--- src/rtl/bl_guard_pkg.sv ---
package bl_guard_pkg;
  typedef enum logic {
    SEL_BASE  = 1'b0,
    SEL_LIMIT = 1'b1
  } reg_sel_e;

  localparam int unsigned CAUSE_W     = 2;
  localparam int unsigned CAUSE_RANGE = 0;
  localparam int unsigned CAUSE_PRIV  = 1;
endpackage

--- src/rtl/bl_bound_regs.sv ---
module bl_bound_regs
  import bl_guard_pkg::*;
#(
  parameter int unsigned AW = 32
) (
  input  logic          clk_i,
  input  logic          rst_ni,
  input  logic          we_i,
  input  logic          sel_i,
  input  logic          user_i,
  input  logic [AW-1:0] data_i,
  output logic [AW-1:0] base_o,
  output logic [AW-1:0] limit_o,
  output logic          refused_o
);
  logic [AW-1:0] base_q, limit_q;
  logic          accept;

  assign accept    = we_i && !user_i;
  assign refused_o = we_i && user_i;

  always_ff @(posedge clk_i or negedge rst_ni) begin
    if (!rst_ni) begin
      base_q  <= '0;
      limit_q <= '0;
    end else if (accept) begin
      if (reg_sel_e'(sel_i) == SEL_BASE) base_q  <= data_i;
      else                               limit_q <= data_i;
    end
  end

  assign base_o  = base_q;
  assign limit_o = limit_q;

  assert_refused_hold_R7: assert property (@(posedge clk_i) disable iff (!rst_ni)
    (we_i && user_i) |=> ($stable(base_q) && $stable(limit_q)));

  assert_load_base_R6: assert property (@(posedge clk_i) disable iff (!rst_ni)
    (we_i && !user_i && !sel_i) |=> (base_q == $past(data_i)) && $stable(limit_q));
endmodule

--- src/rtl/bl_window_cmp.sv ---
module bl_window_cmp #(
  parameter int unsigned AW = 32
) (
  input  logic [AW-1:0] addr_i,
  input  logic [AW-1:0] base_i,
  input  logic [AW-1:0] limit_i,
  output logic          inside_o
);
  localparam int unsigned EW = AW + 1;  // carry bit keeps the top end from wrapping

  logic [EW-1:0] lo, hi, a;

  assign a        = {1'b0, addr_i};
  assign lo       = {1'b0, base_i};
  assign hi       = lo + {1'b0, limit_i};
  assign inside_o = (a >= lo) && (a < hi);
endmodule

--- src/rtl/bl_guard.sv ---
module bl_guard
  import bl_guard_pkg::*;
#(
  parameter int unsigned AW = 32
) (
  input  logic               clk_i,
  input  logic               rst_ni,
  input  logic               acc_valid_i,
  input  logic [AW-1:0]      acc_addr_i,
  input  logic               acc_we_i,
  input  logic               user_mode_i,
  input  logic               reg_we_i,
  input  logic               reg_sel_i,
  input  logic               reg_user_i,
  input  logic [AW-1:0]      reg_data_i,
  output logic               acc_en_o,
  output logic               mem_we_o,
  output logic               fault_o,
  output logic [CAUSE_W-1:0] fault_cause_o
);
  logic [AW-1:0] base_w, limit_w;
  logic          inside_w, refused_w, range_fault;

  bl_bound_regs #(.AW(AW)) u_regs (
    .clk_i     (clk_i),
    .rst_ni    (rst_ni),
    .we_i      (reg_we_i),
    .sel_i     (reg_sel_i),
    .user_i    (reg_user_i),
    .data_i    (reg_data_i),
    .base_o    (base_w),
    .limit_o   (limit_w),
    .refused_o (refused_w)
  );

  bl_window_cmp #(.AW(AW)) u_cmp (
    .addr_i   (acc_addr_i),
    .base_i   (base_w),
    .limit_i  (limit_w),
    .inside_o (inside_w)
  );

  assign range_fault = acc_valid_i && user_mode_i && !inside_w;

  always_comb begin
    fault_cause_o              = '0;
    fault_cause_o[CAUSE_RANGE] = range_fault;
    fault_cause_o[CAUSE_PRIV]  = refused_w;
  end

  assign fault_o  = |fault_cause_o;
  assign acc_en_o = acc_valid_i && !range_fault;
  assign mem_we_o = acc_en_o && acc_we_i;

  assert_we_gated_R8: assert property (@(posedge clk_i) disable iff (!rst_ni)
    mem_we_o |-> (acc_en_o && !fault_cause_o[CAUSE_RANGE]));

  assert_sup_pass_R5: assert property (@(posedge clk_i) disable iff (!rst_ni)
    (acc_valid_i && !user_mode_i) |-> acc_en_o);

  assert_grant_low_bound_R2: assert property (@(posedge clk_i) disable iff (!rst_ni)
    (acc_en_o && user_mode_i) |-> (acc_addr_i >= base_w));

  assert_range_fault_src_R3: assert property (@(posedge clk_i) disable iff (!rst_ni)
    fault_cause_o[CAUSE_RANGE] |-> (acc_valid_i && user_mode_i && !acc_en_o));

  assert_idle_quiet_R9: assert property (@(posedge clk_i) disable iff (!rst_ni)
    (!acc_valid_i && !reg_we_i) |-> (!fault_o && !acc_en_o && !mem_we_o));

  assert_zero_limit_R1: assert property (@(posedge clk_i) disable iff (!rst_ni)
    (limit_w == '0 && acc_valid_i && user_mode_i) |-> fault_o);
endmodule

--- config.mk ---
export PLATFORM = sky130hd
export DESIGN_NAME = bl_guard
export DESIGN_NICKNAME = d
export VERILOG_FILES = /design/src/rtl/bl_guard_pkg.sv /design/src/rtl/bl_bound_regs.sv /design/src/rtl/bl_window_cmp.sv /design/src/rtl/bl_guard.sv
export SDC_FILE = /design/constraint.sdc
export NUM_CORES = 1
export LEC_CHECK = 0
export CAP_MARGIN = 20
export CORE_AREA = 2 2 151 153
export CTS_CLUSTER_SIZE = 16
export DETAILED_ROUTE_END_ITERATION = 10
export DIE_AREA = 0 0 153 155
export DONT_BUFFER_PORTS = 1
export PLACE_DENSITY_LB_ADDON = 0.15
export REMOVE_ABC_BUFFERS = 1
export SKIP_CTS_REPAIR_TIMING = 1
export SYNTH_ARGS = -nofsm -noshare
export SYNTH_HDL_FRONTEND = slang
export SYNTH_SLANG_ARGS = --single-unit
export TNS_END_PERCENT = 10
--- constraint.sdc ---
create_clock -name clk_i -period 5.4 [get_ports clk_i]
set_input_delay 1.08 -clock clk_i [delete_from_list [all_inputs] [get_ports clk_i]]
set_output_delay 1.08 -clock clk_i [all_outputs]
set_load 0.1 [all_outputs]
==> qor.csv, run 1 <==
stage,metric,value,unit
status,status,"complete, but fails checks",
status,violations,setup timing,
detailed_routing,via_count,4450,
clocking,cts-root-buf,clkbuf_16,
sta,fin_tns_setup,-840,ps
clocking,htreeDepth,3,
critical_path,cp-endpoint,mem_we_o,
worst_hold_path,hold_class,primary input to asynchronous set/reset pin,
floorplan,boundaryPins,77,
final_layout,final_common_cell,ha_1,
logic_synthesis,ys_warn_count,0,
power_and_ir_drop,p_sw_share,39.2,%
clocking,cts_tree,done,
logic_synthesis,synth_edf_count,0,
placement,hpwl,12300,um
final_layout,final_cell_area,6600,um2
critical_path,crit_required,4320,ps
detailed_routing,antenna_left,0,
critical_path,r2r-end,u_regs.base_o[0]$_DFFE_PN0P_,
sta,relSlewSlack,45.1,%
power_and_ir_drop,clockPowerShare,21.7,%
detailed_routing,drt_iter0_drc,150,
floorplan,num_rows,55,
logic_synthesis,syn_area_per_cell,9.25,um2
sta,finalSetupViolCount,4,
placement,place_area,6150,um2
logic_synthesis,synth_area,5460,um2
power_and_ir_drop,fin_total_pwr,2760,uW
sta,period_share,105,%
critical_path,startpoint_type,flop,
sta,report.final.slew_viol_count,0,
power_and_ir_drop,p_sw,1080,uW
critical_path,critPathMaxFanout,4,
sta,worst_clock_skew,0,ps
global_routing,grt.overflow.total,0,
logic_synthesis,ys_async_sr_fraction,100,%
detailed_routing,drc,0,
detailed_routing,wire_per_inst,16.4,um
critical_path,startpoint,u_regs.limit_o[0]$_DFFE_PN0P_,
global_routing,grt_util_met3,4.74,%
sta,rsz0062_at_grt,true,
final_layout,final_cells,927,
run,maxCapViolations,0,
sta,period_needed,5660,ps
sta,hold_violations,0,
sta,tightest_slew,823,ps
floorplan,die_h,155,um
sta,max_freq,177,MHz
power_and_ir_drop,seqPwrFrac,22.5,%
critical_path,critical_path_class,flop to primary output,
floorplan,die-area,23700,um2
critical_path,r2r.worst_path.cells,2,
global_routing,grt_pass1_wl,24600,um
power_and_ir_drop,max-vdd-ir-drop,0.147,mV
final_layout,diodes,0,
placement,dp_cells,908,
global_routing,grt_max_degree,65,
power_and_ir_drop,p_per_area,419,nW/um2
global_routing,antenna_found_initial,0,
final_layout,nNetsFinal,805,
global_routing,grt_use_met2,22.1,%
placement,numPortBuffers,0,
clocking,cts_buffers,9,
critical_path,r2r_setup_slack,4490,ps
clocking,clockBufferDepth,2,
logic_synthesis,syn_inst,590,
power_and_ir_drop,power.internal,1680,uW
power_and_ir_drop,p_leak,0.00312,uW
logic_synthesis,ys_seq_area_share,29.3,%
power_and_ir_drop,comb_power_share,55.9,%
critical_path,reg2reg_from,u_regs.base_o[0]$_DFFE_PN0P_,
critical_path,cp-end-kind,primary output,
final_layout,drive_gt1_share,19.9,%
floorplan,chipWidth,153,um
placement,gp_congestion,0.832,
detailed_routing,first_pass_iters,4,
logic_synthesis,synth.distinct_cells,55,
clocking,clkSinkCount,64,
global_routing,grt-busiest-layer,met2,
detailed_routing,via_per_inst,4.80,
global_routing,grt_usage,13.2,%
global_routing,grt_util_met1,16.2,%
detailed_routing,routed_wl,15200,um
floorplan,core_area,22200,um2
global_routing,grt_pass1_vias,4753,
logic_synthesis,synthFlopType,dfrtp_1,
clocking,clk_latency,350,ps
final_layout,utilization,29.7,%
sta,setup_slack,-257,ps
clocking,clk_pin_slew,60,ps
final_layout,syn_to_final_growth,20.9,%
floorplan,start_util,24.6,%
final_layout,mostFrequentLayoutCells,"ha_1, dfrtp_1, nand2_1",
logic_synthesis,synth-seq-cells,64,
critical_path,cp_data_arrival_time,4580,ps
[power groups by stage]
| stage | Clock [uW] | Combinational (uW) | Sequential, uW |
|---|---|---|---|
| after floorplan | 0 | 1040 | 610 |
| after global placement | 0 | 1470 | 623 |
| after detailed placement | 0 | 1480 | 627 |
| after CTS | 620 | 1490 | 620 |
| after global routing | 643 | 1750 | 633 |
| final | 599 | 1540 | 621 |
[worst max-delay path, stage by stage, from the launching register on]
cell	delay [ps]
dfrtp_1	410
ha_4	180
fa_2	370
a211oi_2	250
o21ai_2	90
o2111ai_2	110
a21oi_2	130
o21ai_2	180
nand2_1	110
mux2i_1	130
nor4_1	210
ha_1	300
a21o_1	160
a21o_1	170
a211o_1	300
a2111oi_4	230
o2111ai_2	170
nand3_1	130
a211o_1	180
and4_4	240
buf_12	170
[sequential cells by signal (all words and copies together), names as in the netlist]
register and count:
u_regs.limit_o 32, u_regs.base_o 32
[metal layers]
metal  wire [um]  vias up  part of all wire (%)
li1            -     2245                     -
met1        6890     2100                    45
met2        6960       86                    46
met3        1100       19                   7.2
met4         231        0                   1.5
met5           0        -                     0
[layout make-up]
class,count,area [um2]
multi-input combinational,470,3760
tap,285,357
clock buffer,11,243
sequential,64,1600
timing repair buffer,49,425
inverter,43,161
fill,2328,15600
clock inverter,5,56.3
[kinds of logic after synthesis]
kind of cell | synth area share, %
simple gates | 12.0
mux | 7.17
compound gates | 21.4
buf+inv | 4.13
xor+xnor | 3.85
fa+ha+maj | 22.1
flops | 29.3
[synth_stat cells, types with 3 or more instances]
library cell   n  area, um2
nor4_1         4       25.0
nor2_1        20       75.1
o31ai_1        3       22.5
nand2b_1       3       18.8
nand2_1       61        229
nand3_1        8       40.0
dfrtp_1       64       1600
nand4_1        9       56.3
clkbuf_1       9       33.8
o21a_1         8       60.1
o2111ai_1      3       26.3
a21o_1        34        255
xor2_1        11       96.3
and4_1         4       35.0
xnor2_1       13        114
a31oi_1        5       31.3
o21bai_1      11       82.6
ha_1          95       1190
inv_1         43        161
mux2_2        33        372
nor3_1         5       25.0
a21oi_1       43        215
and3_1         4       25.0
o21ai_0       48        240
nor2b_1        7       43.8
[how the worst min path moves through the flow]
stage | startpoint | endpoint | slack (ps) | cells after the start
4_1_cts | rst_ni | u_regs.limit_o[1]$_DFFE_PN0P_ | 410 | 0
2_1_floorplan | u_regs.limit_o[0]$_DFFE_PN0P_ | u_regs.limit_o[0]$_DFFE_PN0P_ | 480 | 1
3_3_place_gp | u_regs.limit_o[0]$_DFFE_PN0P_ | u_regs.limit_o[0]$_DFFE_PN0P_ | 490 | 1
6_report | rst_ni | u_regs.limit_o[1]$_DFFE_PN0P_ | 420 | 0
3_5_place_dp | u_regs.limit_o[12]$_DFFE_PN0P_ | u_regs.limit_o[12]$_DFFE_PN0P_ | 500 | 1
5_1_grt | rst_ni | u_regs.limit_o[1]$_DFFE_PN0P_ | 400 | 0
[per-stage QoR]
step,hold slack (ps),setup WS (ps)
final,423,-257
after global routing,399,-480
after CTS,414,-1020
after detailed placement,499,-614
after global placement,493,-340
after floorplan,484,-283
(Power assumes the default switching activity.)
==> inputs of run 2 (changes only) <==
Settings changed: CORE_AREA 2 2 151 153 to 2 2 155 157, DIE_AREA 0 0 153 155 to 0 0 157 159, SYNTH_HIERARCHICAL set to 1.
==> qor.csv, run 2 <==
stage,metric,value,unit
clocking,cts_buffers,9,
floorplan,core_area,23200,um2
clocking,clk_latency,340,ps
detailed_routing,via_count,4712,
sta,whs,436,ps
floorplan,die-area,25000,um2
critical_path,startpoint_type,flop,
floorplan,start_util,24.7,%
logic_synthesis,synthMuxAreaShare,12.8,%
sta,relSlewSlack,63.1,%
final_layout,drive_gt1_share,28.0,%
critical_path,crit_chain,"ha_2, fa_2, a21o_1, a221oi_4, o21ai_2, a311o_1, a21o_1, a21oi_2, xor2_1, ha_1, nand4_1, or3_4, or4_4, a21oi_2, a21oi_1, a31oi_1, a32oi_2, and3b_2, or2_4, buf_12",
critical_path,slowest_delay,540,ps
sta,finalSetupViolCount,4,
sta,period_share,113,%
sta,report.final.slew_viol_count,0,
logic_synthesis,synthFlopType,dfrtp_1,
logic_synthesis,synth_xor_area_share,4.13,%
placement,hpwl,13900,um
logic_synthesis,synth_compound_area_share,18.7,%
clocking,clockBufferDepth,2,
logic_synthesis,synth_most_common_cell,ha_1,
clocking,htreeDepth,3,
power_and_ir_drop,max-vdd-ir-drop,0.127,mV
floorplan,chipWidth,157,um
global_routing,grt_pass1_wl,27200,um
sta,hold_violations,0,
logic_synthesis,synth_area,5720,um2
worst_hold_path,hold_class,primary input to asynchronous set/reset pin,
logic_synthesis,ys_seq_area_share,28.0,%
power_and_ir_drop,p_per_area,442,nW/um2
logic_synthesis,synthTopCellsByCount,"ha_1, dfrtp_1, mux2_2",
critical_path,critPathMaxFanout,3,
status,violations,setup timing,
logic_synthesis,syn_area_per_cell,9.67,um2
logic_synthesis,synth.distinct_cells,61,
power_and_ir_drop,p_leak,0.00330,uW
detailed_routing,drt_iter0_drc,243,
logic_synthesis,ys_warn_count,6,
final_layout,diodes,0,
global_routing,grt_pass1_vias,5024,
logic_synthesis,syn_inst,592,
logic_synthesis,synth_top_cell_by_area,dfrtp_1,
sta,worst_clock_skew,0,ps
critical_path,crit_required,4320,ps
logic_synthesis,synth_top_area_share,28.0,%
global_routing,grt_max_degree,65,
logic_synthesis,synth-simple-area-share,10.6,%
placement,numPortBuffers,0,
logic_synthesis,synth_edf_count,0,
critical_path,cp-end-kind,primary output,
global_routing,antenna_found_initial,0,
clocking,cts-root-buf,clkbuf_16,
sta,tightest_slew,551,ps
floorplan,num_rows,56,
detailed_routing,drc,0,
final_layout,nNetsFinal,848,
critical_path,critical_path_class,flop to primary output,
sta,setup_slack,-710,ps
detailed_routing,routed_wl,16800,um
logic_synthesis,yosys-top-cells-area,"dfrtp_1, ha_1, mux2_2, a21oi_1, o21ai_0",
power_and_ir_drop,fin_total_pwr,3160,uW
detailed_routing,via_per_inst,4.69,
sta,period_needed,6110,ps
sta,max_freq,164,MHz
detailed_routing,antenna_left,0,
detailed_routing,wire_per_inst,16.8,um
status,status,"complete, but fails checks",
critical_path,slowest_stage,or4_4,
final_layout,syn_to_final_growth,24.8,%
logic_synthesis,synth-seq-cells,64,
sta,rsz0062_at_grt,true,
global_routing,grt_usage,14.0,%
floorplan,die_h,159,um
floorplan,boundaryPins,77,
clocking,clk_pin_slew,60,ps
placement,preCtsSetupSlack,-502,ps
logic_synthesis,synth_fa_ha_area_share,21.1,%
clocking,cts_tree,done,
run,maxCapViolations,0,
logic_synthesis,synth_top_family_by_area,adder cells,
final_layout,mostFrequentLayoutCells,"ha_1, buf_4, dfrtp_1",
final_layout,final_common_cell,ha_1,
clocking,clkSinkCount,64,
critical_path,cp_data_arrival_time,5030,ps
global_routing,grt.overflow.total,0,
logic_synthesis,ys_async_sr_fraction,100,%
detailed_routing,first_pass_iters,4,
final_layout,fillers,2400,
placement,gp_congestion,0.821,
-- run 2: per-layer routing --
metal	share of wire [%]	track usage [%]	up-vias
met5	0	0	-
met1	43	17.0	2270
met3	6.1	4.44	12
met2	50	23.7	58
li1	-	-	2372
met4	1.3	3.59	0
-- run 2: stage by stage --
step / cells / utilization (%) / area, um2 / setup TNS [ps]
finish: 1004 / 30.8 / 7140 / -2670
global route: 1004 / 30.8 / 7140 / -3720
floorplan: 577 / - / 5620 / -2060
CTS: 1002 / 30.4 / 7050 / -3520
detailed placement: 986 / 29.0 / 6730 / -1910
global placement: 986 / 29.0 / 6730 / -1560
-- run 2: cell type report --
type | count | area (um2) | area share, %
multi-input cells | 470 | 3910 | 54.8
flip-flops and latches | 64 | 1600 | 22.4
repair buffers | 92 | 748 | 10.5
well taps | 319 | 399 | 5.59
clock buffers | 14 | 284 | 3.98
inverters | 43 | 161 | 2.26
clock inverters | 2 | 35.0 | 0.491
-- run 2: worst paths after layout --
| check | from | end | slack, ps | cells past startpoint |
|---|---|---|---|---|
| max | u_regs/base_o[0]$_DFFE_PN0P_ | fault_o | -710 | 20 |
| min | rst_ni | u_regs/limit_o[19]$_DFFE_PN0P_ | 440 | 0 |
| max reg2reg | u_regs/base_o[0]$_DFFE_PN0P_ | u_regs/base_o[0]$_DFFE_PN0P_ | 4390 | 3 |
| min reg2reg | u_regs/limit_o[9]$_DFFE_PN0P_ | u_regs/limit_o[9]$_DFFE_PN0P_ | 510 | 1 |
| max in group asynchronous | rst_ni | u_regs/base_o[6]$_DFFE_PN0P_ | 4830 | 0 |
| min in group clk_i | u_regs/limit_o[9]$_DFFE_PN0P_ | u_regs/limit_o[9]$_DFFE_PN0P_ | 510 | 1 |
-- run 2: logic make-up (layout without fill, tap and decap cells) --
kind of cell	count (synthesis)	in the layout
adders and majority gates	96	96
AOI/OAI and AO/OA	165	165
muxes	65	65
xor gates and xnor gates	27	27
buffers and inverters	58	151
DFF	64	64
and+or+nand+nor	117	117
-- run 2: critical path, delay by kind of cell, from the launching register on --
kind | cells | cell delay (ps)
compound gates | 10 | 1830
fa+ha+maj | 3 | 860
xor+xnor | 1 | 90
buf+inv | 1 | 170
simple gates | 5 | 1340
flops | 1 | 380
-- run 2: report_power, final --
part           total (uW)  internal (uW)  switching [uW]
logic                1900            924             974
registers             633            572            61.3
clock network         627            407             220
total                3160           1900            1260
